File: src/rtl/fc_pkg.sv
package fc_pkg;
   typedef enum logic {
      PAIR_RTS_CTS = 1'b0,
      PAIR_DTR_DSR = 1'b1
   } oob_pair_e;

   function automatic int lvl_width(input int depth);
      return $clog2(depth + 1);
   endfunction
endpackage

File: src/rtl/fc_sync.sv
module fc_sync #(
   parameter int STAGES    = 2,
   parameter bit RESET_VAL = 1'b0
) (
   input  logic clk,
   input  logic rst_n,
   input  logic d,
   output logic q
);
   if (STAGES < 1) begin : g_bad_stages
      $error("fc_sync: STAGES must be at least 1");
   end

   logic [STAGES-1:0] chain_q;

   always_ff @(posedge clk or negedge rst_n) begin
      if (!rst_n) chain_q <= {STAGES{RESET_VAL}};
      else        chain_q <= {chain_q[STAGES-2 >= 0 ? STAGES-2 : 0 : 0], d};
   end

   generate
      if (STAGES == 1) begin : g_one
         assign q = chain_q[0];
      end else begin : g_many
         assign q = chain_q[STAGES-1];
      end
   endgenerate
endmodule

File: src/rtl/fc_level_watch.sv
module fc_level_watch #(
   parameter int LVL_W = 8
) (
   input  logic             clk,
   input  logic             rst_n,
   input  logic [LVL_W-1:0] level,
   input  logic [LVL_W-1:0] thr_hi,
   input  logic [LVL_W-1:0] thr_lo,
   output logic             throttle
);
   always_ff @(posedge clk or negedge rst_n) begin
      if (!rst_n)                throttle <= 1'b0;
      else if (level >= thr_hi)  throttle <= 1'b1;
      else if (level <= thr_lo)  throttle <= 1'b0;
   end

   // reaching the upper mark throttles on the next edge
   p_rise_at_hi_r1: assert property (@(posedge clk) disable iff (!rst_n)
      (level >= thr_hi) |=> throttle);
   // dropping to the lower mark releases on the next edge
   p_fall_at_lo_r1: assert property (@(posedge clk) disable iff (!rst_n)
      (level <= thr_lo && level < thr_hi) |=> !throttle);
   // between the marks the state holds
   p_hold_between_r1: assert property (@(posedge clk) disable iff (!rst_n)
      (level > thr_lo && level < thr_hi) |=> $stable(throttle));
endmodule

File: src/rtl/fc_tx_gate.sv
module fc_tx_gate #(
   parameter int DATA_W = 8
) (
   input  logic              clk,
   input  logic              rst_n,
   input  logic              ctrl_req,
   input  logic [DATA_W-1:0] ctrl_char,
   input  logic              fifo_valid,
   input  logic [DATA_W-1:0] fifo_data,
   input  logic              shift_idle,
   input  logic              tx_enable,
   input  logic              data_hold,
   input  logic              all_hold,
   output logic              load,
   output logic [DATA_W-1:0] load_data,
   output logic              pop,
   output logic              ctrl_taken
);
   logic slot_free;

   always_comb begin
      slot_free  = shift_idle && tx_enable && !all_hold;
      ctrl_taken = slot_free && ctrl_req;
      pop        = slot_free && !ctrl_req && fifo_valid && !data_hold;
      load       = ctrl_taken || pop;
      load_data  = ctrl_req ? ctrl_char : fifo_data;
   end

   // no load unless the shifter is idle and the transmitter is on
   p_load_needs_idle_r5: assert property (@(posedge clk) disable iff (!rst_n)
      load |-> (shift_idle && tx_enable));
   // a pending control character blocks the FIFO pop
   p_ctrl_first_r4: assert property (@(posedge clk) disable iff (!rst_n)
      ctrl_req |-> !pop);
   // handshake hold stops every load
   p_oob_halt_r7: assert property (@(posedge clk) disable iff (!rst_n)
      all_hold |-> !load);
   // far-end stop blocks data bytes
   p_remote_stop_r6: assert property (@(posedge clk) disable iff (!rst_n)
      data_hold |-> !pop);
endmodule

File: src/rtl/uart_flow_ctrl.sv
module uart_flow_ctrl
   import fc_pkg::*;
#(
   parameter int FIFO_DEPTH  = 128,
   parameter int DATA_W      = 8,
   parameter int SYNC_STAGES = 2,
   localparam int LVL_W      = lvl_width(FIFO_DEPTH)
) (
   input  logic              clk,
   input  logic              rst_n,
   input  logic              cfg_inband_en,
   input  logic              cfg_oob_en,
   input  logic              cfg_oob_pair,
   input  logic [DATA_W-1:0] cfg_stop_char,
   input  logic [DATA_W-1:0] cfg_go_char,
   input  logic [LVL_W-1:0]  cfg_thr_hi,
   input  logic [LVL_W-1:0]  cfg_thr_lo,
   input  logic [LVL_W-1:0]  rx_level,
   input  logic              rx_enable,
   input  logic              rx_char_valid,
   input  logic [DATA_W-1:0] rx_char,
   output logic              rx_fifo_wr,
   input  logic              tx_enable,
   input  logic              tx_fifo_valid,
   input  logic [DATA_W-1:0] tx_fifo_data,
   input  logic              tx_shift_idle,
   output logic              tx_fifo_pop,
   output logic              tx_load,
   output logic [DATA_W-1:0] tx_load_data,
   input  logic              cts_n,
   input  logic              dsr_n,
   output logic              rts_n,
   output logic              dtr_n,
   output logic              stat_throttled,
   output logic              stat_stop_sent,
   output logic              stat_remote_stop,
   output logic              stat_oob_hold
);
   if (FIFO_DEPTH < 2) begin : g_bad_depth
      $error("uart_flow_ctrl: FIFO_DEPTH must be at least 2");
   end
   if (DATA_W < 5 || DATA_W > 9) begin : g_bad_width
      $error("uart_flow_ctrl: DATA_W must be 5..9");
   end

   // ---------------- receive level watch ----------------
   logic throttle;

   fc_level_watch #(.LVL_W(LVL_W)) u_watch (
      .clk      (clk),
      .rst_n    (rst_n),
      .level    (rx_level),
      .thr_hi   (cfg_thr_hi),
      .thr_lo   (cfg_thr_lo),
      .throttle (throttle)
   );

   // ---------------- handshake outputs ----------------
   always_comb begin
      rts_n = cfg_oob_en && (oob_pair_e'(cfg_oob_pair) == PAIR_RTS_CTS) && throttle;
      dtr_n = cfg_oob_en && (oob_pair_e'(cfg_oob_pair) == PAIR_DTR_DSR) && throttle;
   end

   // ---------------- handshake inputs ----------------
   logic cts_s, dsr_s, oob_hold;

   fc_sync #(.STAGES(SYNC_STAGES), .RESET_VAL(1'b0)) u_cts_sync (
      .clk(clk), .rst_n(rst_n), .d(cts_n), .q(cts_s));
   fc_sync #(.STAGES(SYNC_STAGES), .RESET_VAL(1'b0)) u_dsr_sync (
      .clk(clk), .rst_n(rst_n), .d(dsr_n), .q(dsr_s));

   assign oob_hold = cfg_oob_en &&
                     ((oob_pair_e'(cfg_oob_pair) == PAIR_DTR_DSR) ? dsr_s : cts_s);

   // ---------------- in-band character request ----------------
   logic              stop_sent_q;
   logic              ctrl_req;
   logic [DATA_W-1:0] ctrl_char;
   logic              ctrl_taken;

   always_comb begin
      ctrl_req  = cfg_inband_en && (throttle != stop_sent_q);
      ctrl_char = throttle ? cfg_stop_char : cfg_go_char;
   end

   always_ff @(posedge clk or negedge rst_n) begin
      if (!rst_n)          stop_sent_q <= 1'b0;
      else if (ctrl_taken) stop_sent_q <= throttle;
   end

   // ---------------- received character filter ----------------
   logic rx_take, rx_is_stop, rx_is_go, remote_stop_q;

   always_comb begin
      rx_take    = rx_enable && rx_char_valid;
      rx_is_stop = cfg_inband_en && (rx_char == cfg_stop_char);
      rx_is_go   = cfg_inband_en && (rx_char == cfg_go_char);
      rx_fifo_wr = rx_take && !rx_is_stop && !rx_is_go;
   end

   always_ff @(posedge clk or negedge rst_n) begin
      if (!rst_n)                     remote_stop_q <= 1'b0;
      else if (!cfg_inband_en)        remote_stop_q <= 1'b0;
      else if (rx_take && rx_is_stop) remote_stop_q <= 1'b1;
      else if (rx_take && rx_is_go)   remote_stop_q <= 1'b0;
   end

   // ---------------- transmit gate ----------------
   fc_tx_gate #(.DATA_W(DATA_W)) u_gate (
      .clk        (clk),
      .rst_n      (rst_n),
      .ctrl_req   (ctrl_req),
      .ctrl_char  (ctrl_char),
      .fifo_valid (tx_fifo_valid),
      .fifo_data  (tx_fifo_data),
      .shift_idle (tx_shift_idle),
      .tx_enable  (tx_enable),
      .data_hold  (remote_stop_q),
      .all_hold   (oob_hold),
      .load       (tx_load),
      .load_data  (tx_load_data),
      .pop        (tx_fifo_pop),
      .ctrl_taken (ctrl_taken)
   );

   assign stat_throttled   = throttle;
   assign stat_stop_sent   = stop_sent_q;
   assign stat_remote_stop = remote_stop_q;
   assign stat_oob_hold    = oob_hold;

   // a recognised stop character from the far end sets the remote stop state
   p_stop_char_r6: assert property (@(posedge clk) disable iff (!rst_n)
      (cfg_inband_en && rx_enable && rx_char_valid && rx_char == cfg_stop_char)
      |=> stat_remote_stop);
   // a disabled receiver leaves the remote stop state alone
   p_rx_off_r8: assert property (@(posedge clk) disable iff (!rst_n)
      (!rx_enable && cfg_inband_en && $stable(cfg_inband_en)) |=> $stable(stat_remote_stop));
   // the sent-stop flag only moves when a control character is loaded
   p_stop_flag_r3: assert property (@(posedge clk) disable iff (!rst_n)
      !tx_load |=> $stable(stat_stop_sent));
   // never both handshake outputs deasserted at once
   p_one_line_r2: assert property (@(posedge clk) disable iff (!rst_n)
      !(rts_n && dtr_n));
endmodule

File: config.mk
export PLATFORM = sky130hd
export DESIGN_NAME = uart_flow_ctrl
export DESIGN_NICKNAME = d
export VERILOG_FILES = /design/src/rtl/fc_pkg.sv /design/src/rtl/fc_sync.sv /design/src/rtl/fc_level_watch.sv /design/src/rtl/fc_tx_gate.sv /design/src/rtl/uart_flow_ctrl.sv
export SDC_FILE = /design/constraint.sdc
export NUM_CORES = 1
export LEC_CHECK = 0
export ABC_AREA = 1
export BUFFER_PORTS_ARGS = -buffer_cell sky130_fd_sc_hd__buf_2
export CORE_MARGIN = 2
export CORE_UTILIZATION = 45
export CTS_BUF_LIST = sky130_fd_sc_hd__clkbuf_4 sky130_fd_sc_hd__clkbuf_8
export DETAILED_ROUTE_END_ITERATION = 10
export PLACE_DENSITY = 0.87
export REMOVE_ABC_BUFFERS = 1
export SYNTH_ARGS = -nofsm -noshare
export SYNTH_HDL_FRONTEND = slang
export SYNTH_SLANG_ARGS = --single-unit
File: constraint.sdc
create_clock -name clk -period 4.14 [get_ports clk]
set_input_delay 1.242 -clock clk [delete_from_list [all_inputs] [get_ports clk]]
set_output_delay 1.242 -clock clk [all_outputs]
set_load 0.02 [all_outputs]
==> flow_summary.yaml <==
clock_tree:
  clock_sinks: 7
  htree_levels: 1
  cts_resized: 0
  insertion_delay_ns: 0.24
  hold_buffers: 0
  cts_made_buffers: 3
  cts_tree: "built"
  postCtsSetupBuffers: 0
  clockRootBuffer: "clkbuf_4"
  cts_buffer_depth: 2
  cts.reportedPaths.clkPinSlew_ns: 0.05
synth:
  synthFlopType: "dfrtp_1"
  synthArstFlopShare_pct: 100
  synth_seq_cells: 7
  synth_edf_count: 0
  syn_inst: 203
  syn_area_sq_mm: 0.00120
  ys_types: 27
  syn-mean-instance-area_sq_um: 5.91
  synth_seq_area_share_pct: 14.6
  yosysTopAreaCell: "nand2_1"
  ys_top_cells_by_area: "nand2_1 21%, ha_1 17%, dfrtp_1 15%, inv_1 13%, nor2_1 7.2%"
  yosys.area.top_type_share_pct: 21.0
  ys.warnings.count: 0
sta:
  finalSetupViolCount: 0
  setup_slack_ns: 0.774
  fmax_ghz: 0.297
  slew_headroom_pct: 71.8
  slew_viol_final: 0
  setup_tns_ns: 0
  hold_violations: 0
  period_share_pct: 81.3
  fin_crit_ns: 3.37
  grt_setup_unrepaired: "no"
  fin_worst_skew_ns: 0.000274
  worst_pin_slew_ns: 0.424
route:
  dr.first_iter.drc_count: 48
  wire_per_inst_um: 9.12
  drt_pre_antenna_iters: 4
  wirelength_um: 2900
  via_per_inst: 4.61
  ant_nets: 0
  vias: 1465
  drc_errors: 0
floorplanning:
  dieArea_sq_mm: 0.00310
  rows: 18
  start_util_pct: 48.0
  die_x_um: 55.6
  ios: 85
  core-area_sq_mm: 0.00250
  die_h_um: 55.6
setup_path:
  endpoint_kind: "output port"
  reg2reg_from: "u_watch.throttle$_DFFE_PN0P_"
  cp.required_ns: 2.90
  critical-path-top-delay-family: "simple AND/OR/NAND/NOR gates"
  crit_fanout: 3
  slowest_delay_ns: 0.23
  start_kind: "input port"
  crit_chain: "buf_2 > inv_1 > nand2_1 > nand2_1 > nor2_1 > nand2_1 > nor3b_1 > nor2_1 > buf_2"
  worst-path-buf-inv: 3
  slowest_stage: "nor3b_1"
  setup.worst_path.start: "rx_char[0]"
  cp_common_cell: "nand2_1"
  worstSetupPathType: "input port to output port"
  critPathArrivalTime_ns: 2.12
layout:
  regArea_sq_um: 175
  drive_above_1_share_pct: 32.6
  layout_commonest_cell: "buf_2"
  layout_common_cells: "84 x buf_2, 67 x nand2_1, 42 x inv_1"
  num_antenna_cells: 0
  num-nets-final: 373
  area_growth_pct: 38.2
  multiInputGateArea_sq_um: 828
  fill_cells: 244
placement:
  port_buffers: 84
  place.gp.congestion: 0.880
  post-place-ws_ns: 0.791
  hpwl_um: 2590
grt:
  overflow: 0
  grt_max_degree: 18
  grt_antenna_before_repair: 0
  grt_use_total_pct: 19.7
  grt_pass1_wl_um: 5070
  first_global_vias: 1318
power_and_ir_drop:
  power_density_mw_per_mm2: 256
  vdd_drop_max_v: 0.000203
  power_leakage_uw: 0.00109
run:
  maxCapViolCount: 0
worst_hold_path:
  min_path_type: "flop to flop"
  worstHoldStart: "u_dsr_sync.chain_q[0]$_DFF_PN0_"
run_status:
  status: "finished, final reports clean"
[sequential cells by signal (all words and copies together) (netlist names)]
register and flops:
u_watch.throttle 1, u_cts_sync.chain_q 2, stat_stop_sent 1, u_dsr_sync.chain_q 2
stat_remote_stop 1
[worst register-to-register path, cell delays in order, from the launching register on]
cell and delay (ns):
dfrtp_1 0.60, xor2_2 0.19, nand2_2 0.10, nor2_1 0.15, nor2_1 0.05, a21oi_1 0.10
[area by class of cell]
type	instances	area share, %
Tap cell	30	2.26
Sequential cell	7	10.6
Inverter	43	10.0
Timing Repair Buffer	84	25.4
Clock buffer	4	1.81
Multi-Input combinational cell	150	50.0
[through the flow]
step	instances	power [uW]	hold WS, ns	utilization, %	area, sq um
detailed placement	314	364	0.335	65.1	1630
global route	318	470	0.352	66.3	1660
global placement	314	357	0.332	65.1	1630
floorplan	200	263	0.331	-	1170
finish	318	424	0.344	66.3	1660
CTS	318	432	0.346	66.3	1660
[power breakdown]
group	total [uW]	internal, uW	switching, uW	leakage (uW)
Clock	65.8	43.1	22.6	0.0000184
Sequential	90.4	77.2	13.3	0.0000830
Combinational	268	104	164	0.000988
Total	424	224	200	0.00109
[final timing paths]
kind	end	slack, ns	cells after the start
max	rx_fifo_wr	0.77	9
min	u_dsr_sync.chain_q[1]$_DFF_PN0_	0.34	0
max reg2reg	stat_stop_sent$_DFFE_PN0P_	2.87	5
min reg2reg	u_dsr_sync.chain_q[1]$_DFF_PN0_	0.34	0
max in group asynchronous	stat_remote_stop$_DFFE_PN0P_	3.18	1
min in group asynchronous	u_cts_sync.chain_q[1]$_DFF_PN0_	0.81	1
[Yosys cell counts (2+ instances only)]
cell type / n
nand3_1: 6
a21oi_1: 9
nand2_1: 67
nor2_1: 23
xor2_1: 4
dfrtp_1: 7
nor3_1: 2
inv_1: 42
nand4_1: 4
ha_1: 16
a31oi_1: 7
[routing by layer]
layer,global-route usage [%],up-vias,wire length (um)
met5,0,-,0
met4,8.36,0,27
met3,2.56,2,272
met2,35.0,63,1400
met1,23.6,597,1200
li1,-,803,-
[cell families (layout without fill, tap and decap cells)]
logic type	count (synthesis)	count (layout)	synth area share, %
simple gates	106	106	36.1
buf+inv	46	131	16.4
compound gates	22	22	11.3
fa+ha+maj	16	16	16.7
flops	7	7	14.6
xor+xnor	6	6	5.01
(Power assumes the default switching activity.)
